<file path="src/rtl/lcell_pkg.sv">
package lcell_pkg;
  typedef enum logic [1:0] {
    KIND_D   = 2'b00,
    KIND_T   = 2'b01,
    KIND_JK  = 2'b10,
    KIND_DX  = 2'b11
  } reg_kind_e;
endpackage

</file>
<file path="src/rtl/lcell_next.sv">
module lcell_next
  import lcell_pkg::*;
(
  input  reg_kind_e kind,
  input  logic      cur_q,
  input  logic      a_term,
  input  logic      b_term,
  output logic      nxt_q
);
  always_comb begin
    unique case (kind)
      KIND_T:  nxt_q = cur_q ^ a_term;
      KIND_JK: nxt_q = (a_term & ~cur_q) | (~b_term & cur_q);
      default: nxt_q = a_term;
    endcase
  end
endmodule

</file>
<file path="src/rtl/lcell_store.sv">
module lcell_store #(
  parameter logic INIT_VAL = 1'b0
) (
  input  logic clk,
  input  logic clr,
  input  logic set,
  input  logic en,
  input  logic nxt,
  output logic q
);
  logic q_r = INIT_VAL;

  always_ff @(posedge clk) begin
    if (clr)      q_r <= 1'b0;
    else if (set) q_r <= 1'b1;
    else if (en)  q_r <= nxt;
  end

  assign q = q_r;
endmodule

</file>
<file path="src/rtl/lcell_route.sv">
module lcell_route #(
  parameter int N_PATHS = 2
) (
  input  logic [N_PATHS-1:0] sel,
  input  logic               reg_v,
  input  logic               comb_v,
  output logic [N_PATHS-1:0] out
);
  for (genvar g = 0; g < N_PATHS; g++) begin : g_path
    assign out[g] = sel[g] ? reg_v : comb_v;
  end
endmodule

</file>
<file path="src/rtl/lcell_top.sv">
module lcell_top
  import lcell_pkg::*;
#(
  parameter int TERMS    = 4,
  parameter int A_IDX    = 0,
  parameter int B_IDX    = 1,
  parameter int EN_IDX   = 2,
  parameter int COMB_IDX = 3
) (
  input  logic             clk,
  input  logic             gbl_clr,
  input  logic             gbl_set,
  input  logic [1:0]       mode_cfg,
  input  logic             pin_sel,
  input  logic             fb_sel,
  input  logic [TERMS-1:0] sum_in,
  output logic             pin_o,
  output logic             fb_o
);
  localparam int N_PATHS = 2;

  reg_kind_e          kind;
  logic               q_r;
  logic               nxt_q;
  logic [N_PATHS-1:0] route_sel;
  logic [N_PATHS-1:0] route_out;

  assign kind = reg_kind_e'(mode_cfg);

  lcell_next u_next (
    .kind   (kind),
    .cur_q  (q_r),
    .a_term (sum_in[A_IDX]),
    .b_term (sum_in[B_IDX]),
    .nxt_q  (nxt_q)
  );

  lcell_store #(.INIT_VAL(1'b0)) u_store (
    .clk (clk),
    .clr (gbl_clr),
    .set (gbl_set),
    .en  (sum_in[EN_IDX]),
    .nxt (nxt_q),
    .q   (q_r)
  );

  assign route_sel = {fb_sel, pin_sel};

  lcell_route #(.N_PATHS(N_PATHS)) u_route (
    .sel    (route_sel),
    .reg_v  (q_r),
    .comb_v (sum_in[COMB_IDX]),
    .out    (route_out)
  );

  assign pin_o = route_out[0];
  assign fb_o  = route_out[1];
endmodule

</file>
<file path="config.mk">
export PLATFORM = sky130hd
export DESIGN_NAME = lcell_top
export DESIGN_NICKNAME = d
export VERILOG_FILES = /design/src/rtl/lcell_pkg.sv /design/src/rtl/lcell_next.sv /design/src/rtl/lcell_store.sv /design/src/rtl/lcell_route.sv /design/src/rtl/lcell_top.sv
export SDC_FILE = /design/constraint.sdc
export NUM_CORES = 1
export LEC_CHECK = 0
export BUFFER_PORTS_ARGS = -buffer_cell sky130_fd_sc_hd__buf_2
export CAP_MARGIN = 20
export CORE_AREA = 2 2 39 41
export CTS_CLUSTER_DIAMETER = 30
export DETAILED_ROUTE_END_ITERATION = 6
export DIE_AREA = 0 0 41 43
export GPL_ROUTABILITY_DRIVEN = 0
export PLACE_DENSITY_LB_ADDON = 0.08
export SYNTH_ARGS = -nofsm -noshare
export SYNTH_HDL_FRONTEND = slang
export SYNTH_SLANG_ARGS = --single-unit
</file>
<file path="constraint.sdc">
create_clock -name clk -period 2.8 [get_ports clk]
set_clock_uncertainty 0.15 [all_clocks]
set_input_delay 0.84 -clock clk [delete_from_list [all_inputs] [get_ports clk]]
set_output_delay 0.84 -clock clk [all_outputs]
set_load 0.02 [all_outputs]
</file>
After elaboration in Yosys (flattened, before gate mapping) --
Index checks and enable logic that the tools add are counted.
Storage, ports and cells: memories kept 0, latch bits 0, word-level logic and storage cells 15, output and inout bits 2, ROM bits 0, memory bits (writable) 0, flip-flop bits (word level) 1
Cells by class: reduce and logical (&&, ||, !) cells 1, magnitude comparators 0, shifts and indexed selects 0, bitwise logic cells 6, $mul 0, add/sub/neg operators 0, multiplexer cells 5, equal/unequal tests 2, div/mod/pow operators 0
Operator list (number):
- two-way mux 1 bit | 4
- bitwise AND 1 bit | 2
- equality test 2 x 1 -> 1 bit (second input constant) | 1
- equality test 2 bit (second input constant) | 1
- NOT 1 bit | 2
- one-hot mux 1 bit (2 select lines) | 1
- nonzero test 2 bit | 1
- bitwise OR 1 bit | 1
- bitwise XOR 1 bit | 1

Depth between registers and ports, before layout --
Gate-level depths: netlist (run 1).
depth after elaboration 6, depth in mapped cells 5

By module --
A second synthesis (run 1) with hierarchy kept.
Second synthesis, totals: cells, all modules 17, area total of the unflattened synthesis 133.9 um2
Modules (own cells, without submodules):
- lcell_next | area each 68.8 um2, seq. area each 0.0 um2, instances 1, cells an instance 11
- lcell_store | area each 38.8 um2, seq. area each 20.0 um2, instances 1, cells an instance 4
- lcell_route | area each 26.3 um2, seq. area each 0.0 um2, instances 1, cells an instance 2

Least setup slack after synthesis (run 1) --
Ideal clock, no wire load.
kind input -> output, from input fb_sel, to output fb_o, path slack 0.605 ns, arrival 1.205 ns, required time 1.810 ns, stages 1, path buffers 0, cells stage by stage mux2_2
On the way: word-level cells in the longest chain between the ends 1
Ends and longest elaborated chain:
- start, declared | RTL line lcell_top.sv:15 | input logic fb_sel,
- two-way mux 1 bit | RTL line lcell_route.sv:10 | assign out[g] = sel[g] ? reg_v : comb_v;
- end, declared | RTL line lcell_top.sv:18 | output logic fb_o
Every way passes these cells.

Worst setup path in the final report (run 1) --
Same ends and word-level chain as after synthesis.

==> flow_metrics.tcl, run 1 <==
set metrics [dict create \
    grt_max_degree 6 \
    hold_ws_ns 0.408 \
    drc 0 \
    cap_violations 0 \
    core_area_um2 1380 \
    synth_top_family_by_area "compound AO/OA/AOI/OAI gates" \
    clk_pin_slew_ns 0 \
    worstSetupPathType "in -> out" \
    std_cell_rows 14 \
    startpoint_type "primary input" \
    p_leak_nw 0.119 \
    path_max_fanout 1 \
    worst_slew_pin_slew_ns 0.163 \
    cts_resized 0 \
    layout_commonest_cell "buf_2" \
    wl_per_cell_um 7.73 \
    synth_cell_types 11 \
    synth.avg_cell_area_um2 8.10 \
    grt_pass1_wl_um 517 \
    vias 146 \
    rsz0062_at_grt "no" \
    layout_common_cells "buf_2, inv_1, nor2b_1" \
    hpwl_um 314 \
    p_total_mw 0.0450 \
    worstSetupEndpointType "output port" \
    slew_headroom_pct 89.1 \
    first_iter_violations 0 \
    p_per_area_nw_per_um2 207 \
    io_buffers 12 \
    die_h_um 43 \
    hold_viol 0 \
    slowest_stage "mux2_2" \
    finalCriticalPeriod_ns 2.38 \
    layout-drive-gt1-share_pct 48.3 \
    syn_inst 17 \
    dr.pass1.iters 1 \
    synth-seq-cells 1 \
    critPathBufInv 2 \
    critPathTopFamily "multiplexers" \
    n_fill_cell 165 \
    fmax_ghz 0.420 \
    first_global_vias 128 \
    die_area_um2 1760 \
    fin_nets 44 \
    vias_per_cell 3.24 \
    synth_xor_area_share_pct 0 \
    grt_overflow_total 0 \
    dieWidth_um 41 \
    synthToLayoutAreaGrowth_pct 58.2 \
    clock_latency_ns 0 \
    start_util_pct 9.95 \
    grt_antenna_before_repair 0 \
    min_path_type "reg -> reg" \
    path_common_cell "buf_2" \
    use_met3_pct 0 \
    slew_viol_final 0 \
    yosys.area_share.simple_pct 20.0 \
    worstPathCellList "buf_2, mux2_2, buf_2" \
    num_io_pins 13 \
    largest_register_ffs 1 \
    max_stage_delay_ns 0.31 \
    synth.net_count 30 \
    wl_um 348 \
    ant_nets 0 \
    use_met2_pct 5.31 \
    grt_use_met1_pct 6.98 \
    instances_no_fill 45 \
    netlist_area_um2 138 \
    cts_hold_buf 0 \
    worstPathRequired_ns 1.81 \
    tns_ns 0 \
    grt_use_total_pct 3.90 \
    ys.warnings.count 0 \
    status "finished clean" \
    setup_viol 0 \
    synth.area.mux_share_pct 16.4 \
    synth_adder_area_share_pct 18.2 \
    placedCellCount 45 \
    synth-seq-area-share_pct 14.5 \
    timing.final.crit_share_pct 85.0 \
    crit_arrival_ns 1.39 \
    ir_worst_vdd_mv 0.0602 \
    grt.busiest_layer "met1" \
    antennaDiodeCount 0 \
    cts_setup_buffers 0 \
    synth_compound_area_share_pct 22.7 \
]
==> worst min-delay path, delay by kind of cell, from the launching register on <==
kind / cells / cell delay [ns]
AOI/OAI and AO/OA: 1 / 0.09
DFF: 1 / 0.32
and+or+nand+nor: 1 / 0.08
==> Yosys cell counts <==
cell type  number  area share [%]
o2111ai_1       1             6.4
nor2_1          1             2.7
o21ai_0         1             3.6
o21ba_1         1             7.3
ha_1            2              18
inv_1           3             8.2
o211ai_1        1             5.5
nor2b_1         3              14
mux2_2          2              16
dfxtp_1         1              15
nand3_1         1             3.6
==> logic make-up after synthesis <==
kind of cell / count (synthesis)
AND/OR/NAND/NOR: 5
AO/OA/AOI/OAI: 4
buffers and inverters: 3
multiplexers: 2
adder cells (fa/ha/maj): 2
flip-flops: 1
==> path summary, 6_finish.rpt <==
check | start | to | slack, ns | depth (start not counted)
worst max-delay path | fb_sel | fb_o | 0.42 | 3
worst min-delay path | u_store.q$_SDFFE_PP0P_ | u_store.q$_SDFFE_PP0P_ | 0.41 | 2
worst max register to register | u_store.q$_SDFFE_PP0P_ | u_store.q$_SDFFE_PP0P_ | 1.71 | 3
worst min register to register | u_store.q$_SDFFE_PP0P_ | u_store.q$_SDFFE_PP0P_ | 0.41 | 2
==> routing by layer <==
layer / wire length [um] / share of wire (%) / vias up
met3: 23 / 6.6 / 0
met4: 0 / 0 / 0
met2: 159 / 46 / 5
met1: 165 / 47 / 57
li1: - / - / 84
met5: 0 / 0 / -
==> where the power goes <==
group | internal (mW) | switching (mW)
Combinational | 0.0146 | 0.0126
Sequential | 0.0161 | 0.00175
Clock | 0 | 0
==> stage by stage <==
stage / worst slack (ns) / area, um^2 / util [%]
6_report: 0.420 / 218 / 15.7
2_1_floorplan: 0.605 / 138 / -
4_1_cts: 0.416 / 218 / 15.7
5_1_grt: 0.402 / 218 / 15.7
3_3_place_gp: 0.428 / 218 / 15.7
3_5_place_dp: 0.416 / 218 / 15.7
==> cell type report <==
| class | instances | area (um^2) | area share, % |
|---|---|---|---|
| repair buffers | 12 | 60.1 | 27.6 |
| inverters | 3 | 11.3 | 5.17 |
| multi-input cells | 13 | 106 | 48.9 |
| flip-flops and latches | 1 | 20.0 | 9.20 |
| well taps | 16 | 20.0 | 9.20 |
Note: power is estimated with default switching activity, not from simulation.
==> inputs of run 2 (changes only) <==
Settings changed: ABC_AREA set to 1.
Clock period 2.8 ns to 2.14 ns, I/O delays scaled along.
==> run 2 against run 1 <==
Power up 27%. Area after synthesis rose by 5.5%. Critical path depth unchanged. Setup slack got worse by 0.13 ns. Register-to-register slack got worse by 0.57 ns. Sequential power up 24%.
==> flow_metrics.tcl, run 2 <==
set metrics [dict create \
    hpwl_um 314 \
    drc 0 \
    path_max_fanout 2 \
    largest_register_ffs 1 \
    hold_viol 0 \
    vias 173 \
    io_buffers 12 \
    min_path_type "reg -> reg" \
    synth.avg_cell_area_um2 5.58 \
    grt_use_total_pct 3.70 \
    synth-edff-count 0 \
    layout-drive-gt1-share_pct 36.8 \
    slew_viol_final 0 \
    yosys.area.top_type "nand2_1" \
    clock_latency_ns 0 \
    tns_ns 0 \
    fmax_ghz 0.539 \
    startpoint_type "primary input" \
    fin_nets 53 \
    synth-seq-cells 1 \
    clk_pin_slew_ns 0 \
    slowest_stage "buf_2" \
    crit_arrival_ns 1.06 \
    ys.warnings.count 0 \
    path_common_cell "buf_2" \
    start_util_pct 10.5 \
    setup_viol 0 \
    worstSetupPathType "in -> out" \
    timing.final.crit_share_pct 86.6 \
    synthArstFlopShare_pct 0 \
    yosysMostFrequentCell "nand2_1" \
    cap_violations 0 \
    core_area_um2 1380 \
    ys.flop_type "dfxtp_1" \
    worst_slew_pin_slew_ns 0.120 \
    critPathTopFamily "buffers and inverters" \
    worstPathCellList "buf_2, o21ai_0, buf_2" \
    cts_setup_buffers 0 \
    yosysTopAreaCellShare_pct 25.9 \
    worstSetupEndpointType "output port" \
    netlist_area_um2 145 \
    synthTopCellsByCount "nand2_1, inv_1, a21oi_2, ha_1, o21ai_0" \
    first_iter_violations 3 \
    syn_inst 26 \
    p_leak_nw 0.146 \
    synth.net_count 39 \
    layout_common_cells "buf_2, nand2_1, inv_1" \
    die_area_um2 1760 \
    ant_nets 0 \
    wl_um 334 \
    std_cell_rows 14 \
    synth-seq-area-share_pct 13.8 \
    antennaDiodeCount 0 \
    ys_top_cells_by_area "nand2_1, inv_1, ha_1" \
    hold_ws_ns 0.351 \
    rsz0062_at_grt "no" \
    vias_per_cell 3.20 \
    slew_headroom_pct 91.9 \
    first_global_vias 133 \
    grt_overflow_total 0 \
    worstPathRequired_ns 1.35 \
    p_per_area_nw_per_um2 253 \
    layout_commonest_cell "buf_2" \
    grt_pass1_wl_um 496 \
    critPathBufInv 2 \
    num_io_pins 13 \
    dieWidth_um 41 \
    cts_hold_buf 0 \
    ir_worst_vdd_mv 0.0445 \
    status "finished clean" \
    synthToLayoutAreaGrowth_pct 55.2 \
    wl_per_cell_um 6.19 \
    dr.pass1.iters 2 \
    cts_resized 0 \
    grt_max_degree 5 \
    synth_cell_types 7 \
    max_stage_delay_ns 0.18 \
    die_h_um 43 \
    finalCriticalPeriod_ns 1.85 \
    grt_antenna_before_repair 0 \
]
-- run 2: layout make-up --
class | instances | area [um^2]
sequential | 1 | 20.0
fill | 172 | 1160
multi-input combinational | 17 | 95.1
timing repair buffer | 12 | 60.1
tap | 16 | 20.0
inverter | 8 | 30.0
-- run 2: stage by stage --
stage	cells	total power [mW]	instance area (um^2)	utilization, %	worst slack [ns]
floorplan	26	0.0416	145	-	0.203
global placement	54	0.0571	225	16.3	0.298
detailed placement	54	0.0578	225	16.3	0.283
CTS	54	0.0579	225	16.3	0.283
global route	54	0.0627	225	16.3	0.209
finish	54	0.0570	225	16.3	0.286
-- run 2: per-layer routing --
layer	GRT usage [%]	part of all wire, %
met5	0	0
met4	0	0
met3	0	7.2
met2	5.00	48
met1	6.67	45
-- run 2: final timing paths --
check                                       startpoint                endpoint  slack (ns)  cells after the start
worst max-delay path                            fb_sel                    fb_o        0.29                      3
worst min-delay path            u_store.q$_SDFFE_PP0P_  u_store.q$_SDFFE_PP0P_        0.35                      2
worst max register to register  u_store.q$_SDFFE_PP0P_  u_store.q$_SDFFE_PP0P_        1.14                      5
worst min register to register  u_store.q$_SDFFE_PP0P_  u_store.q$_SDFFE_PP0P_        0.35                      2
-- run 2: kinds of logic (layout without fill, tap and decap cells) --
kind of cell	Yosys count	count (layout)	synth area share [%]
AO/OA/AOI/OAI	5	5	22.4
adder cells (fa/ha/maj)	2	2	17.2
buffers and inverters	8	20	20.7
flip-flops	1	1	13.8
AND/OR/NAND/NOR	10	10	25.9
-- run 2: power by group --
group / switching, mW / internal, mW
logic: 0.0187 / 0.0162
clock network: 0 / 0
registers: 0.00152 / 0.0206
-- run 2: tightest hold or removal path: stages (launching register included) --
cell and delay (ns):
dfxtp_1 0.31, nand2_1 0.09, a21oi_2 0.05
==> inputs of run 3 (changes only) <==
Settings changed: PLACE_DENSITY set to 0.41, PLACE_DENSITY_LB_ADDON 0.08 to not set.
==> run 3 against run 2 <==
Maximum frequency increased by 0.27%. Register-to-register slack about the same. Cell count unchanged. Setup slack improved by 0.0050 ns. Sequential cell count unchanged. Via count increased by 4.6%. Power increased by 0.30%. Routed wire length decreased by 5.1%. First-iteration DRC count decreased by 67%. Global-route usage decreased by 0.10 points. Design area unchanged. Critical endpoint unchanged. Largest cell class unchanged.
==> flow_metrics.tcl, run 3 (synthesis gave the netlist of run 2 again) <==
set metrics [dict create \
    path_common_cell "buf_2" \
    slew_viol_final 0 \
    grt_max_degree 5 \
    timing.final.crit_share_pct 86.4 \
    core_area_um2 1380 \
    max_stage_delay_ns 0.18 \
    grt_overflow_total 0 \
    ant_nets 0 \
    hp-start "u_store.q$_SDFFE_PP0P_" \
    clk_pin_slew_ns 0 \
    reg2regPathDepth 5 \
    min_path_type "reg -> reg" \
    layout_commonest_cell "buf_2" \
    dieWidth_um 41 \
    layout-drive-gt1-share_pct 36.8 \
    worstSetupEndpointType "output port" \
    setup_viol 0 \
    r2r-start "u_store.q$_SDFFE_PP0P_" \
    dr.pass1.iters 2 \
    cts_setup_buffers 0 \
    grt_use_total_pct 3.60 \
    grt_antenna_before_repair 0 \
    n_fill_cell 170 \
    tns_ns 0 \
    crit_path_start "fb_sel" \
    wl_um 317 \
    startpoint_type "primary input" \
    status "finished clean" \
    layout_common_cells "buf_2, nand2_1, inv_1" \
    critPathTopFamily "buffers and inverters" \
    drc 0 \
    vias_per_cell 3.35 \
    p_leak_nw 0.146 \
    rsz0062_at_grt "no" \
    hold_path_depth 2 \
    fin_nets 53 \
    p_per_area_nw_per_um2 254 \
    largest_register_ffs 1 \
    first_iter_violations 1 \
    std_cell_rows 14 \
    placedCellCount 54 \
    vias 181 \
    cts_hold_buf 0 \
    grt_pass1_wl_um 489 \
    slowest_stage "buf_2" \
    cap_violations 0 \
    die_area_um2 1760 \
    worst_slew_pin_slew_ns 0.145 \
    r2r_slack_ns 1.13 \
    ir_worst_vdd_mv 0.0445 \
    worstPathRequired_ns 1.35 \
    num_io_pins 13 \
    instances_no_fill 54 \
    io_buffers 12 \
    path_max_fanout 2 \
    critPathBufInv 2 \
    clock_latency_ns 0 \
    timing.rr.end "u_store.q$_SDFFE_PP0P_" \
    cts_resized 0 \
    synthToLayoutAreaGrowth_pct 55.2 \
    die_h_um 43 \
    worstSetupPathType "in -> out" \
    crit_arrival_ns 1.06 \
    finalCriticalPeriod_ns 1.85 \
    antennaDiodeCount 0 \
    wl_per_cell_um 5.87 \
    first_global_vias 147 \
    slew_headroom_pct 90.3 \
    cp.depth 3 \
    hold_viol 0 \
    p_total_mw 0.0572 \
    worstPathCellList "buf_2, o21ai_0, buf_2" \
    start_util_pct 10.5 \
    hold-path-endpoint "u_store.q$_SDFFE_PP0P_" \
    fmax_ghz 0.541 \
]
run 3: where the power goes:
group | internal [mW] | leakage (nW) | switching [mW] | total, mW
Combinational | 0.0161 | 0.137 | 0.0187 | 0.0349
Clock | 0 | 0 | 0 | 0
Sequential | 0.0206 | 0.00839 | 0.00169 | 0.0223
Total | 0.0367 | 0.146 | 0.0204 | 0.0572
run 3: worst reg2reg max path, delay by kind of cell, from the launching register on:
family          cells  cell delay, ns
simple gates        1            0.08
buf+inv             1            0.05
flops               1            0.36
compound gates      3            0.24
run 3: worst max path at each step:
| stage | to | slack (ns) |
|---|---|---|
| 2_1_floorplan | fb_o | 0.20 |
| 3_3_place_gp | fb_o | 0.29 |
| 3_5_place_dp | fb_o | 0.29 |
| 4_1_cts | fb_o | 0.29 |
| 5_1_grt | fb_o | 0.17 |
| 6_report | fb_o | 0.29 |
run 3: metal layers:
metal	share of wire [%]	global-route usage (%)	vias to the layer above
met5	0	0	-
met4	0	0	0
met3	9.5	0	0
met2	52	7.50	7
met1	38	3.81	74
li1	-	-	100
run 3: final cells by class:
| type | count | area [um^2] | area share [%] |
|---|---|---|---|
| timing repair buffer | 12 | 60.1 | 26.7 |
| sequential | 1 | 20.0 | 8.89 |
| multi-input combinational | 17 | 95.1 | 42.2 |
| tap | 16 | 20.0 | 8.89 |
| inverter | 8 | 30.0 | 13.3 |
run 3: through the flow:
step | hold WS, ns | setup WS, ns | utilization [%] | cell area (um^2)
after floorplan | 0.326 | 0.203 | - | 145
after global placement | 0.373 | 0.294 | 16.3 | 225
after detailed placement | 0.375 | 0.289 | 16.3 | 225
after CTS | 0.376 | 0.286 | 16.3 | 225
after global routing | 0.393 | 0.174 | 16.3 | 225
final | 0.360 | 0.291 | 16.3 | 225
